**src/rtl/tws_pkg.sv**
```systemverilog
package tws_pkg;
  typedef enum logic [3:0] {
    ST_IDLE, ST_ADDR, ST_ADDR_ACK, ST_WR_DATA, ST_WR_ACK,
    ST_RD_DATA, ST_RD_ACK, ST_RD_LOAD, ST_WAIT_STOP
  } tws_state_t;

  typedef struct packed {
    logic clrCnt;
    logic shiftIn;
    logic shiftOut;
    logic loadTx;
    logic ackDrive;
    logic relBus;
  } tws_strobe_t;
endpackage

```
**src/rtl/tws_sync.sv**
```systemverilog
module tws_sync #(
  parameter int SYNC_STAGES = 2
) (
  input  logic clk,
  input  logic rstN,
  input  logic sclIn,
  input  logic sdaIn,
  output logic sclS,
  output logic sdaS,
  output logic sclRise,
  output logic sclFall,
  output logic startDet,
  output logic stopDet
);
  logic [SYNC_STAGES-1:0] sclPipe, sdaPipe;
  logic sclD, sdaD;

  always_ff @(posedge clk or negedge rstN) begin
    if (!rstN) begin
      sclPipe <= '1;
      sdaPipe <= '1;
      sclD    <= 1'b1;
      sdaD    <= 1'b1;
    end else begin
      sclPipe <= {sclPipe[SYNC_STAGES-2:0], sclIn};
      sdaPipe <= {sdaPipe[SYNC_STAGES-2:0], sdaIn};
      sclD    <= sclS;
      sdaD    <= sdaS;
    end
  end

  assign sclS     = sclPipe[SYNC_STAGES-1];
  assign sdaS     = sdaPipe[SYNC_STAGES-1];
  assign sclRise  = sclS & ~sclD;
  assign sclFall  = ~sclS & sclD;
  assign startDet = sclS & sclD & sdaD & ~sdaS;
  assign stopDet  = sclS & sclD & ~sdaD & sdaS;
endmodule

```
**src/rtl/tws_datapath.sv**
```systemverilog
module tws_datapath
  import tws_pkg::*;
#(
  parameter int            BYTE_W   = 8,
  parameter int            PREFIX_W = 4,
  parameter logic [3:0]    PREFIX   = 4'b0101,
  parameter int            STRAP_W  = BYTE_W - 1 - PREFIX_W
) (
  input  logic               clk,
  input  logic               rstN,
  input  tws_strobe_t        stb,
  input  logic               sclS,
  input  logic               sdaS,
  input  logic [STRAP_W-1:0] strapAddr,
  input  logic [BYTE_W-1:0]  txByte,
  output logic [BYTE_W-1:0]  rxByte,
  output logic               byteFull,
  output logic               cntLast,
  output logic               addrHit,
  output logic               rwBit,
  output logic               sdaOe
);
  localparam int CNT_W = $clog2(BYTE_W + 1);

  logic [CNT_W-1:0]  bitCnt;
  logic [BYTE_W-1:0] rxShift, txShift;

  always_ff @(posedge clk or negedge rstN) begin
    if (!rstN) begin
      bitCnt  <= '0;
      rxShift <= '0;
      txShift <= '0;
      sdaOe   <= 1'b0;
    end else begin
      if (stb.clrCnt || stb.loadTx)
        bitCnt <= '0;
      else if (stb.shiftIn || stb.shiftOut)
        bitCnt <= bitCnt + 1'b1;

      if (stb.shiftIn)
        rxShift <= {rxShift[BYTE_W-2:0], sdaS};

      if (stb.loadTx)
        txShift <= txByte;
      else if (stb.shiftOut)
        txShift <= txShift << 1;

      if (stb.relBus)
        sdaOe <= 1'b0;
      else if (stb.ackDrive)
        sdaOe <= 1'b1;
      else if (stb.loadTx)
        sdaOe <= ~txByte[BYTE_W-1];
      else if (stb.shiftOut)
        sdaOe <= ~txShift[BYTE_W-2];
    end
  end

  assign rxByte   = rxShift;
  assign byteFull = (bitCnt == CNT_W'(BYTE_W));
  assign cntLast  = (bitCnt == CNT_W'(BYTE_W - 1));
  assign addrHit  = (rxShift[BYTE_W-1 -: PREFIX_W] == PREFIX[PREFIX_W-1:0]) &&
                    (rxShift[STRAP_W:1] == strapAddr);
  assign rwBit    = rxShift[0];


  oe_clk_low_chk: assert property (@(posedge clk) disable iff (!rstN)
    (sclS && $past(sclS)) |-> $stable(sdaOe));


  ack_pull_chk: assert property (@(posedge clk) disable iff (!rstN)
    (stb.ackDrive && !stb.relBus) |=> sdaOe);
endmodule

```
**src/rtl/tws_ctrl.sv**
```systemverilog
module tws_ctrl
  import tws_pkg::*;
(
  input  logic        clk,
  input  logic        rstN,
  input  logic        sdaS,
  input  logic        sclRise,
  input  logic        sclFall,
  input  logic        startDet,
  input  logic        stopDet,
  input  logic        byteFull,
  input  logic        cntLast,
  input  logic        addrHit,
  input  logic        rwBit,
  input  logic        busyIn,
  input  logic        refuseData,
  output tws_strobe_t stb,
  output logic        rxValid,
  output logic        txReq
);
  tws_state_t state, nextState;
  logic rwReg, rwNext, rxValidD, txReqD;

  always_comb begin
    stb       = '0;
    nextState = state;
    rwNext    = rwReg;
    rxValidD  = 1'b0;
    txReqD    = 1'b0;
    if (startDet) begin
      nextState  = ST_ADDR;
      stb.clrCnt = 1'b1;
      stb.relBus = 1'b1;
    end else if (stopDet) begin
      nextState  = ST_IDLE;
      stb.relBus = 1'b1;
    end else begin
      unique case (state)
        ST_ADDR: begin
          if (sclRise && !byteFull) stb.shiftIn = 1'b1;
          if (sclFall && byteFull) begin
            if (addrHit && !busyIn) begin
              stb.ackDrive = 1'b1;
              rwNext       = rwBit;
              nextState    = ST_ADDR_ACK;
            end else begin
              stb.relBus = 1'b1;
              nextState  = ST_IDLE;
            end
          end
        end
        ST_ADDR_ACK: if (sclFall) begin
          if (rwReg) begin
            stb.loadTx = 1'b1;
            txReqD     = 1'b1;
            nextState  = ST_RD_DATA;
          end else begin
            stb.relBus = 1'b1;
            stb.clrCnt = 1'b1;
            nextState  = ST_WR_DATA;
          end
        end
        ST_WR_DATA: begin
          if (sclRise && !byteFull) begin
            stb.shiftIn = 1'b1;
            rxValidD    = cntLast;
          end
          if (sclFall && byteFull) begin
            if (!refuseData) begin
              stb.ackDrive = 1'b1;
              nextState    = ST_WR_ACK;
            end else begin
              nextState = ST_WAIT_STOP;
            end
          end
        end
        ST_WR_ACK: if (sclFall) begin
          stb.relBus = 1'b1;
          stb.clrCnt = 1'b1;
          nextState  = ST_WR_DATA;
        end
        ST_RD_DATA: if (sclFall) begin
          if (cntLast) begin
            stb.relBus = 1'b1;
            nextState  = ST_RD_ACK;
          end else begin
            stb.shiftOut = 1'b1;
          end
        end
        ST_RD_ACK: if (sclRise) nextState = sdaS ? ST_WAIT_STOP : ST_RD_LOAD;
        ST_RD_LOAD: if (sclFall) begin
          stb.loadTx = 1'b1;
          txReqD     = 1'b1;
          nextState  = ST_RD_DATA;
        end
        default: ;
      endcase
    end
  end

  always_ff @(posedge clk or negedge rstN) begin
    if (!rstN) begin
      state   <= ST_IDLE;
      rwReg   <= 1'b0;
      rxValid <= 1'b0;
      txReq   <= 1'b0;
    end else begin
      state   <= nextState;
      rwReg   <= rwNext;
      rxValid <= rxValidD;
      txReq   <= txReqD;
    end
  end


  rx_pulse_chk: assert property (@(posedge clk) disable iff (!rstN)
    rxValid |=> !rxValid);


  mismatch_idle_chk: assert property (@(posedge clk) disable iff (!rstN)
    (state == ST_ADDR && sclFall && byteFull && !addrHit && !startDet && !stopDet)
      |=> (state == ST_IDLE));


  busy_silent_chk: assert property (@(posedge clk) disable iff (!rstN)
    (state == ST_ADDR && sclFall && byteFull && busyIn && !startDet && !stopDet)
      |=> (state == ST_IDLE));


  refuse_hold_chk: assert property (@(posedge clk) disable iff (!rstN)
    (state == ST_WR_DATA && sclFall && byteFull && refuseData && !startDet && !stopDet)
      |=> (state == ST_WAIT_STOP));


  nack_stop_chk: assert property (@(posedge clk) disable iff (!rstN)
    (state == ST_RD_ACK && sclRise && sdaS && !startDet && !stopDet)
      |=> (state == ST_WAIT_STOP));


  idle_quiet_chk: assert property (@(posedge clk) disable iff (!rstN)
    (state == ST_IDLE) |-> !(stb.shiftIn || stb.ackDrive || stb.loadTx));
endmodule

```
**src/rtl/tws_slave.sv**
```systemverilog
module tws_slave
  import tws_pkg::*;
#(
  parameter int         BYTE_W      = 8,
  parameter int         PREFIX_W    = 4,
  parameter logic [3:0] PREFIX      = 4'b0101,
  parameter int         STRAP_W     = BYTE_W - 1 - PREFIX_W,
  parameter int         SYNC_STAGES = 2
) (
  input  logic               clk,
  input  logic               rstN,
  input  logic               sclIn,
  input  logic               sdaIn,
  output logic               sdaOe,
  input  logic [STRAP_W-1:0] strapAddr,
  input  logic               busyIn,
  input  logic               refuseData,
  output logic [BYTE_W-1:0]  rxByte,
  output logic               rxValid,
  input  logic [BYTE_W-1:0]  txByte,
  output logic               txReq
);
  logic sclS, sdaS, sclRise, sclFall, startDet, stopDet;
  logic byteFull, cntLast, addrHit, rwBit;
  tws_strobe_t stb;

  tws_sync #(.SYNC_STAGES(SYNC_STAGES)) u_sync (
    .clk(clk), .rstN(rstN), .sclIn(sclIn), .sdaIn(sdaIn),
    .sclS(sclS), .sdaS(sdaS), .sclRise(sclRise), .sclFall(sclFall),
    .startDet(startDet), .stopDet(stopDet)
  );

  tws_ctrl u_ctrl (
    .clk(clk), .rstN(rstN), .sdaS(sdaS), .sclRise(sclRise), .sclFall(sclFall),
    .startDet(startDet), .stopDet(stopDet), .byteFull(byteFull), .cntLast(cntLast),
    .addrHit(addrHit), .rwBit(rwBit), .busyIn(busyIn), .refuseData(refuseData),
    .stb(stb), .rxValid(rxValid), .txReq(txReq)
  );

  tws_datapath #(
    .BYTE_W(BYTE_W), .PREFIX_W(PREFIX_W), .PREFIX(PREFIX), .STRAP_W(STRAP_W)
  ) u_dp (
    .clk(clk), .rstN(rstN), .stb(stb), .sclS(sclS), .sdaS(sdaS),
    .strapAddr(strapAddr), .txByte(txByte), .rxByte(rxByte),
    .byteFull(byteFull), .cntLast(cntLast), .addrHit(addrHit),
    .rwBit(rwBit), .sdaOe(sdaOe)
  );
endmodule

```
**config.mk**
```make
export PLATFORM = sky130hd
export DESIGN_NAME = tws_slave
export DESIGN_NICKNAME = d
export VERILOG_FILES = /design/src/rtl/tws_pkg.sv /design/src/rtl/tws_sync.sv /design/src/rtl/tws_datapath.sv /design/src/rtl/tws_ctrl.sv /design/src/rtl/tws_slave.sv
export SDC_FILE = /design/constraint.sdc
export NUM_CORES = 1
export LEC_CHECK = 0
export ABC_AREA = 1
export CAP_MARGIN = 30
export CORE_MARGIN = 3
export CORE_UTILIZATION = 35
export CTS_CLUSTER_DIAMETER = 80
export DETAILED_ROUTE_END_ITERATION = 8
export DONT_BUFFER_PORTS = 1
export GPL_TIMING_DRIVEN = 0
export PLACE_DENSITY_LB_ADDON = 0.05
export SETUP_SLACK_MARGIN = 0.1
export SYNTH_ARGS = -nofsm -noshare
export SYNTH_HDL_FRONTEND = slang
export SYNTH_SLANG_ARGS = --single-unit
```
**constraint.sdc**
```tcl
create_clock -name clk -period 2 [get_ports clk]
set_input_delay 0 -clock clk [delete_from_list [all_inputs] [get_ports clk]]
set_output_delay 0 -clock clk [all_outputs]
set_load 0.05 [all_outputs]
```
==> out/metrics.cfg, run 1 <==
[synthesis]
netlist_area_sq_um = 1960
syn_avg_cell_area_sq_um = 7.63
ys_warn_count = 0
seq_area_frac_synth_pct = 42.5
ys.flop_type = dfrtp_1
synth_cell_types = 31
netlist_instances = 257
async_flop_share_pct = 100
synth_edf_count = 0
syn_nets = 276
ys_ff_latch = 33

[detailed_routing]
totalWireLength_microns = 4560
drc = 0
via_count = 1634
ant_nets = 0
firstDrtPassIters = 4
drt-wirelength-per-cell_microns = 13.1
viasPerCell = 4.71
first_iter_violations = 110

[sta]
finalSetupViolCount = 0
fin_ws_ns = 0.271
timing.fmax_ghz = 0.578
rsz0062_at_grt = false
finalClockSkew_ns = 0.00665
max-slew-margin-rel_pct = 59.4
worstMarginPinSlew_ns = 0.607
hold_viol_final = 0
fin_tns_setup_ns = 0
fin_crit_ns = 1.73
finalCritPeriodShare_pct = 86.5
finalMaxSlewViolations = 0

[global_routing]
grt_first_pass_wirelength_microns = 7820
grt_antenna_before_repair = 0
grt_overflow = 0
track_usage_pct = 15.7
grt_start_max_net_pins = 34
grt_pass1_vias = 1572

[placed_design]
io_buffers = 0
hpwl_microns = 3320
dpl_worst_slack_ns = 0.252
post_dp_cell_area_sq_um = 2050
gp_congestion = 0.823

[critical_path]
path_class = flop to flop
crit_fanout = 8
cp_data_arrival_time_ns = 1.96
crit_required_ns = 2.24
startpoint_type = flop
end_kind = flop
worst-r2r-setup-slack_ns = 0.27

[clock_tree]
insertion_delay_ns = 0.29
clkTransAtPathRegs_ns = 0.08
ctsRootBufferMaster = clkbuf_8
post_cts_buffers = 0
cts_buffers = 5
clockBufferDepth = 2
cts_sinks = 33
cts_tree = built
htree_levels = 2

[layout]
antenna_cells = 0
final_nets = 295
mostFrequentLayoutCells = nand2_1, inv_1, nand3_1, dfrtp_1, nor2_1
final_common_cell = nand2_1
final_cell_area_sq_um = 2320
drive_gt1_share_pct = 18.8
area_delta_synth_final_pct = 18.2

[die]
num_rows = 26
io_pins = 28
fp.dieH_microns = 80.9
die_area_sq_um = 6540
dieWidth_microns = 80.9
coreArea_sq_um = 5270
start_util_pct = 37.2

[power_and_ir_drop]
leakage_nw = 1.13
p_total_mw = 2.52
cellPowerDensity_nw_per_um2 = 1090
vdd.ir_drop.worst_v = 0.000491

[min_path]
hp-class = input port to flop

[run_status]
status = completed

[run]
drv_cap = 0

==> synthesized netlist by cell type, types with 3 or more instances <==
cell type  instances  area share (%)
o21ai_1           10             2.6
o21ai_0           13             3.3
inv_1             31             5.9
nor2_1            20             3.8
nand3_1           27             6.9
o21ai_2            3             1.3
buf_4              3             1.1
dfrtp_1           27              34
nor2_4             4             2.3
nand2_1           67              13
nand2_2            8             2.6
inv_2              6             1.1
nand2_4            4             2.3
o211ai_1           3             1.1
dfstp_2            6             8.0
nand4_1            5             1.6
==> state kept, by name, indices dropped and copies added (netlist names) <==
register        count
u_ctrl.rwReg        1
u_sync.sdaPipe      2
u_sync.sclPipe      2
u_dp.sdaOe          1
u_ctrl.txReq        1
u_sync.sdaD         1
u_dp.bitCnt         4
u_dp.txShift        7
u_dp.rxByte         8
u_ctrl.state        4
u_sync.sclD         1
u_ctrl.rxValid      1
==> path summary, 6_finish.rpt <==
kind | start | to | cells past startpoint
worst max-delay path | u_sync.sdaPipe[1] | u_ctrl.state[2] | 8
worst min-delay path | refuseData | u_ctrl.state[3] | 4
worst max register to register | u_sync.sdaPipe[1] | u_ctrl.state[2] | 8
worst min register to register | u_sync.sclPipe[0] | u_sync.sclPipe[1] | 0
max in group asynchronous | rstN | u_sync.sdaD | 2
min in group asynchronous | rstN | u_ctrl.txReq | 2
==> per-stage QoR <==
step / instances / util [%] / hold WS [ns]
global route: 347 / 44.0 / 0.109
floorplan: 257 / - / -0.296
CTS: 347 / 44.0 / 0.0701
detailed placement: 327 / 38.9 / -0.295
global placement: 327 / 38.9 / -0.295
finish: 347 / 44.0 / 0.0675
==> kinds of logic after synthesis <==
group                      Yosys count  share of synthesized area [%]
xor gates and xnor gates             1                          0.447
adders and majority gates            2                           1.28
buffers and inverters               42                           9.06
DFF                                 33                           42.5
and+or+nand+nor                    145                           36.7
AOI/OAI and AO/OA                   34                           10.0
==> final cells by class <==
| cell class | count | area [sq um] |
|---|---|---|
| flip-flops and latches | 33 | 835 |
| clock buffers | 5 | 68.8 |
| clock inverters | 3 | 68.8 |
| repair buffers | 12 | 130 |
| well taps | 70 | 87.6 |
| inverters | 37 | 139 |
| fillers | 576 | 2950 |
| multi-input cells | 182 | 951 |
| plain buffers | 5 | 38.8 |
==> critical path: stages (launching register included) <==
cell and delay [ns]:
dfstp_2 0.55, inv_1 0.09, nand2_1 0.07, nor2_1 0.09
nor2_1 0.50, nand2_1 0.10, inv_1 0.09, nand4_1 0.10
nand2_1 0.07
==> where the power goes <==
part | switching (mW) | internal (mW) | total, mW
combinational | 0.435 | 0.250 | 0.686
sequential | 0.240 | 0.817 | 1.06
clock | 0.278 | 0.502 | 0.780
total | 0.953 | 1.57 | 2.52
==> metal layers <==
metal | vias up | routed length (microns) | global-route usage (%)
li1 | 861 | - | -
met1 | 725 | 2300 | 22.6
met2 | 38 | 1960 | 22.3
met3 | 10 | 215 | 3.88
met4 | 0 | 87 | 6.59
met5 | - | 0 | 0
==> what timing repair did <==
| action | in CTS | in global routing |
|---|---|---|
| endpoints found under the setup margin | 0 | 1 |
| hold endpoints to repair | 43 | 0 |
| hold buffers | 12 | 0 |
| resized for setup | 0 | 1 |
No activity file was read; power rests on OpenSTA's default activity.
==> inputs of run 2 (changes only) <==
--- a/config.mk
+++ b/config.mk
@@ -7,14 +7,17 @@
 export LEC_CHECK = 0
 export ABC_AREA = 1
 export CAP_MARGIN = 30
+export CORE_ASPECT_RATIO = 2
 export CORE_MARGIN = 3
 export CORE_UTILIZATION = 35
 export CTS_CLUSTER_DIAMETER = 80
+export CTS_CLUSTER_SIZE = 12
 export DETAILED_ROUTE_END_ITERATION = 8
 export DONT_BUFFER_PORTS = 1
 export GPL_TIMING_DRIVEN = 0
 export PLACE_DENSITY_LB_ADDON = 0.05
 export SETUP_SLACK_MARGIN = 0.1
+export SKIP_CTS_REPAIR_TIMING = 1
 export SYNTH_ARGS = -nofsm -noshare
 export SYNTH_HDL_FRONTEND = slang
 export SYNTH_SLANG_ARGS = --single-unit
==> out/metrics.cfg, run 2 (synthesis gave the netlist of run 1 again) <==
[critical_path]
path_delay_family = simple AND/OR/NAND/NOR gates
crit_start = u_sync.sdaPipe[1]
crit_fanout = 8
crit_required_ns = 2.23
path_class = flop to flop
crit_chain = inv_1 -> nand2_1 -> nor2_1 -> nor2_1 -> nand2_1 -> inv_1 -> nand4_1 -> nand2_1
rr_endpoint = u_ctrl.state[2]
slowest_delay_ns = 0.55
worst-r2r-setup-slack_ns = 0.29
cpMaxStageDelayCell = dfstp_2
end_kind = flop
rr_worst_depth = 8
cp_data_arrival_time_ns = 1.94
reg2reg_from = u_sync.sdaPipe[1]
crit_buf_inv = 2
critical-path-top-cell-by-count = nand2_1
startpoint_type = flop

[sta]
fin_ws_ns = 0.292
rsz0062_at_grt = false
finalSetupViolCount = 0
max-slew-margin-rel_pct = 59.6
finalMaxSlewViolations = 0
fin_crit_ns = 1.71
timing.hold.ws_ns = -0.0279
hold_viol_final = 1
worstMarginPinSlew_ns = 0.603
timing.fmax_ghz = 0.586
finalClockSkew_ns = 0.00795
fin_tns_setup_ns = 0
finalCritPeriodShare_pct = 85.4

[layout]
largest_reg_flops = 8
final_util_pct = 42.0
final_common_cell = nand2_1
multiInputGateArea_sq_um = 951
final_nets = 294
area.sequential_sq_um = 835
fillers = 577
drive_gt1_share_pct = 18.5
antenna_cells = 0
area_delta_synth_final_pct = 15.9
mostFrequentLayoutCells = nand2_1, inv_1, nand3_1, dfrtp_1, nor2_1

[global_routing]
grt_first_pass_wirelength_microns = 8270
grt_overflow = 0
grt_pass1_vias = 1751
track_usage_pct = 16.7
grt_start_max_net_pins = 34
grt_antenna_before_repair = 0

[min_path]
hp-class = input port to flop
hold_path_depth = 5
min_to = u_dp.sdaOe
hp-start = txByte[7]

[clock_tree]
ctsRootBufferMaster = clkbuf_8
clkTransAtPathRegs_ns = 0.08
cts_sinks = 33
cts_tree = built
clockBufferDepth = 2
insertion_delay_ns = 0.28
htree_levels = 2
cts_buffers = 5

[detailed_routing]
viasPerCell = 5.00
ant_nets = 0
via_count = 1681
drc = 0
first_iter_violations = 48
totalWireLength_microns = 4960
firstDrtPassIters = 4
drt-wirelength-per-cell_microns = 14.8

[placed_design]
hpwl_microns = 3780
io_buffers = 0
dpl_worst_slack_ns = 0.273
gp_congestion = 0.909

[power_and_ir_drop]
vdd.ir_drop.worst_v = 0.000579
p_total_mw = 2.41
cellPowerDensity_nw_per_um2 = 1060
leakage_nw = 1.12

[die]
start_util_pct = 36.2
dieWidth_microns = 58.9
io_pins = 28
die_area_sq_um = 6590
num_rows = 38
fp.dieH_microns = 112
coreArea_sq_um = 5420

[run_status]
violations = hold timing
status = finished with violations

[run]
drv_cap = 0

## run 2: changes by cell type in the layout (fill, tap and decap cells not counted), sizes merged
| cell | before | now |
|---|---|---|
| inv | 38 | 37 |
| bufinv | 2 | 1 |
| clkbuf | 5 | 7 |
| dlygate4sd3 | 11 | 10 |
## run 2: worst max path at each step
stage,cells past startpoint,endpoint
2_1_floorplan,7,u_ctrl.rwReg
3_3_place_gp,8,u_ctrl.state[3]
3_5_place_dp,6,u_dp.sdaOe
4_1_cts,6,u_dp.sdaOe
5_1_grt,8,u_ctrl.state[3]
6_report,8,u_ctrl.state[2]
## run 2: worst reg2reg max path: stages (launching register included)
cell     delay (ns)
dfstp_2        0.55
inv_1          0.09
nand2_1        0.07
nor2_1         0.09
nor2_1         0.50
nand2_1        0.10
inv_1          0.10
nand4_1        0.10
nand2_1        0.07
## run 2: report_power, final
part	total, mW	leakage (nW)	internal [mW]	switching, mW
Clock	0.658	0.0585	0.406	0.252
Sequential	1.06	0.409	0.818	0.247
Combinational	0.690	0.649	0.249	0.441
Total	2.41	1.12	1.47	0.940
## run 2: cell type report
class	count	share of cell area, %
clock inverter	1	1.32
tap	60	3.30
sequential	33	36.7
inverter	37	6.11
clock buffer	7	3.80
timing repair buffer	11	5.28
multi-input combinational	182	41.8
buffer	5	1.71
## run 2: stage by stage
stage	cells	area (sq um)	hold WS [ns]
2_1_floorplan	257	1960	-0.296
3_5_place_dp	317	2040	-0.295
5_1_grt	336	2270	0.00763
4_1_cts	325	2150	-0.611
6_report	336	2270	-0.0279
3_3_place_gp	317	2040	-0.295
## run 2: per-layer routing
metal / wire length [microns] / GRT usage [%]
met2: 2600 / 28.2
met1: 1950 / 18.2
met4: 289 / 11.2
met5: 0 / 0
met3: 118 / 2.90
==> inputs of run 3 (changes only) <==
--- a/config.mk
+++ b/config.mk
@@ -10,11 +10,12 @@
 export CORE_ASPECT_RATIO = 2
 export CORE_MARGIN = 3
 export CORE_UTILIZATION = 35
-export CTS_CLUSTER_DIAMETER = 80
+export CTS_CLUSTER_DIAMETER = 200
 export CTS_CLUSTER_SIZE = 12
 export DETAILED_ROUTE_END_ITERATION = 8
 export DONT_BUFFER_PORTS = 1
 export GPL_TIMING_DRIVEN = 0
+export HOLD_SLACK_MARGIN = 0.03
 export PLACE_DENSITY_LB_ADDON = 0.05
 export SETUP_SLACK_MARGIN = 0.1
 export SKIP_CTS_REPAIR_TIMING = 1
==> out/metrics.cfg, run 3 (synthesis gave the netlist of run 1 again) <==
[detailed_routing]
first_iter_violations = 42
totalWireLength_microns = 4960
drt-wirelength-per-cell_microns = 14.7
via_count = 1694
drc = 0
viasPerCell = 5.03
ant_nets = 0
firstDrtPassIters = 4

[critical_path]
crit_required_ns = 2.21
path_delay_family = simple AND/OR/NAND/NOR gates
cpMaxStageDelayCell = dfrtp_1
rr_endpoint = u_dp.sdaOe
crit_chain = inv_1 -> nor2_1 -> nand2_1 -> nor2_1 -> nand3_1 -> nand2_1 -> inv_1 -> a21oi_2
slowest_delay_ns = 0.65
rr_worst_depth = 8
end_kind = flop
worst-r2r-setup-slack_ns = 0.29
path_class = flop to flop
cp_data_arrival_time_ns = 1.92
reg2reg_from = u_dp.rxByte[6]
crit_fanout = 3
crit_buf_inv = 2
startpoint_type = flop

[sta]
fin_tns_setup_ns = 0
fin_ws_ns = 0.295
rsz0062_at_grt = false
worstMarginPinSlew_ns = 0.606
max-slew-margin-rel_pct = 59.4
hold_viol_final = 0
finalMaxSlewViolations = 0
timing.fmax_ghz = 0.586
finalClockSkew_ns = 0.00796
finalSetupViolCount = 0
fin_crit_ns = 1.71
finalCritPeriodShare_pct = 85.3

[placed_design]
hpwl_microns = 3780
place_inst = 317
post_dp_cell_area_sq_um = 2040
dpl_worst_slack_ns = 0.273
io_buffers = 0
gp_congestion = 0.909

[power_and_ir_drop]
switchingPower_mw = 0.938
combPwrFrac_pct = 28.7
clock_power_share_pct = 27.2
vdd.ir_drop.worst_v = 0.000579
p_sw_share_pct = 38.9
p_int_mw = 1.47
p_seq_share_pct = 44.1
cellPowerDensity_nw_per_um2 = 1060
leakage_nw = 1.12

[global_routing]
grt_overflow = 0
grt_antenna_before_repair = 0
grt_start_max_net_pins = 34
grt_pass1_vias = 1751
track_usage_pct = 16.7
grt_first_pass_wirelength_microns = 8270

[clock_tree]
cts_buffers = 5
htree_levels = 2
clockBufferDepth = 2
ctsRootBufferMaster = clkbuf_8
cts_sinks = 33
insertion_delay_ns = 0.28
clkTransAtPathRegs_ns = 0.08
cts_tree = built

[layout]
mostFrequentLayoutCells = nand2_1, inv_1, nand3_1, dfrtp_1, nor2_1
final_cell_area_sq_um = 2280
largest_reg_flops = 8
drive_gt1_share_pct = 18.4
area_delta_synth_final_pct = 16.5
final_cells = 337
antenna_cells = 0
final_nets = 295
final_common_cell = nand2_1

[run]
drv_cap = 0

[die]
io_pins = 28
fp.dieH_microns = 112
start_util_pct = 36.2
num_rows = 38
die_area_sq_um = 6590
dieWidth_microns = 58.9
coreArea_sq_um = 5420

[min_path]
hold_path_depth = 4
hp-start = refuseData
hp-class = input port to flop
min_to = u_ctrl.state[3]

[run_status]
status = completed

## run 3: area by class of cell
class                      instances  area [sq um]
fill                             577          3140
multi-input combinational        182           951
sequential                        33           835
inverter                          37           139
timing repair buffer              12           130
clock buffer                       7          86.3
tap                               60          75.1
buffer                             5          38.8
clock inverter                     1          30.0
## run 3: worst max-delay path by stage
| stage | from | endpoint | slack (ns) | depth (start not counted) |
|---|---|---|---|---|
| after detailed placement | u_sync.sdaPipe[1] | u_dp.sdaOe | 0.27 | 6 |
| after floorplan | u_dp.rxByte[4] | u_ctrl.rwReg | 0.57 | 7 |
| after CTS | u_sync.sdaPipe[1] | u_dp.sdaOe | 0.26 | 6 |
| after global placement | u_sync.sdaPipe[1] | u_ctrl.state[3] | 0.26 | 8 |
| after global routing | u_sync.sdaPipe[1] | u_ctrl.state[3] | 0.11 | 8 |
| final | u_dp.rxByte[6] | u_dp.sdaOe | 0.29 | 8 |
## run 3: worst reg2reg max path: cells and delay by family, from the launching register on
kind	cells	cell delay [ns]
flip-flops	1	0.65
AO/OA/AOI/OAI	1	0.12
AND/OR/NAND/NOR	5	0.67
buffers and inverters	2	0.21
## run 3: power by group through the flow
stage / clock network [mW] / registers, mW / logic [mW]
after floorplan: 0 / 1.04 / 0.551
after global placement: 0 / 1.08 / 0.658
after detailed placement: 0 / 1.08 / 0.662
after CTS: 0.688 / 1.07 / 0.665
after global routing: 0.706 / 1.08 / 0.801
final: 0.657 / 1.06 / 0.691
## run 3: layer usage
layer / part of all wire, % / global-route usage, % / vias to the layer above
met2: 53 / 28.2 / 39
met5: 0 / 0 / -
met4: 6.0 / 11.2 / 0
li1: - / - / 858
met1: 39 / 18.2 / 779
met3: 2.7 / 2.90 / 18
## run 3: per-stage QoR
step / total power, mW / util [%] / hold slack [ns]
after detailed placement: 1.74 / 37.6 / -0.295
after global placement: 1.74 / 37.6 / -0.295
after CTS: 2.42 / 39.7 / -0.611
after floorplan: 1.59 / - / -0.296
final: 2.41 / 42.2 / 0.0357
after global routing: 2.59 / 42.2 / 0.0935
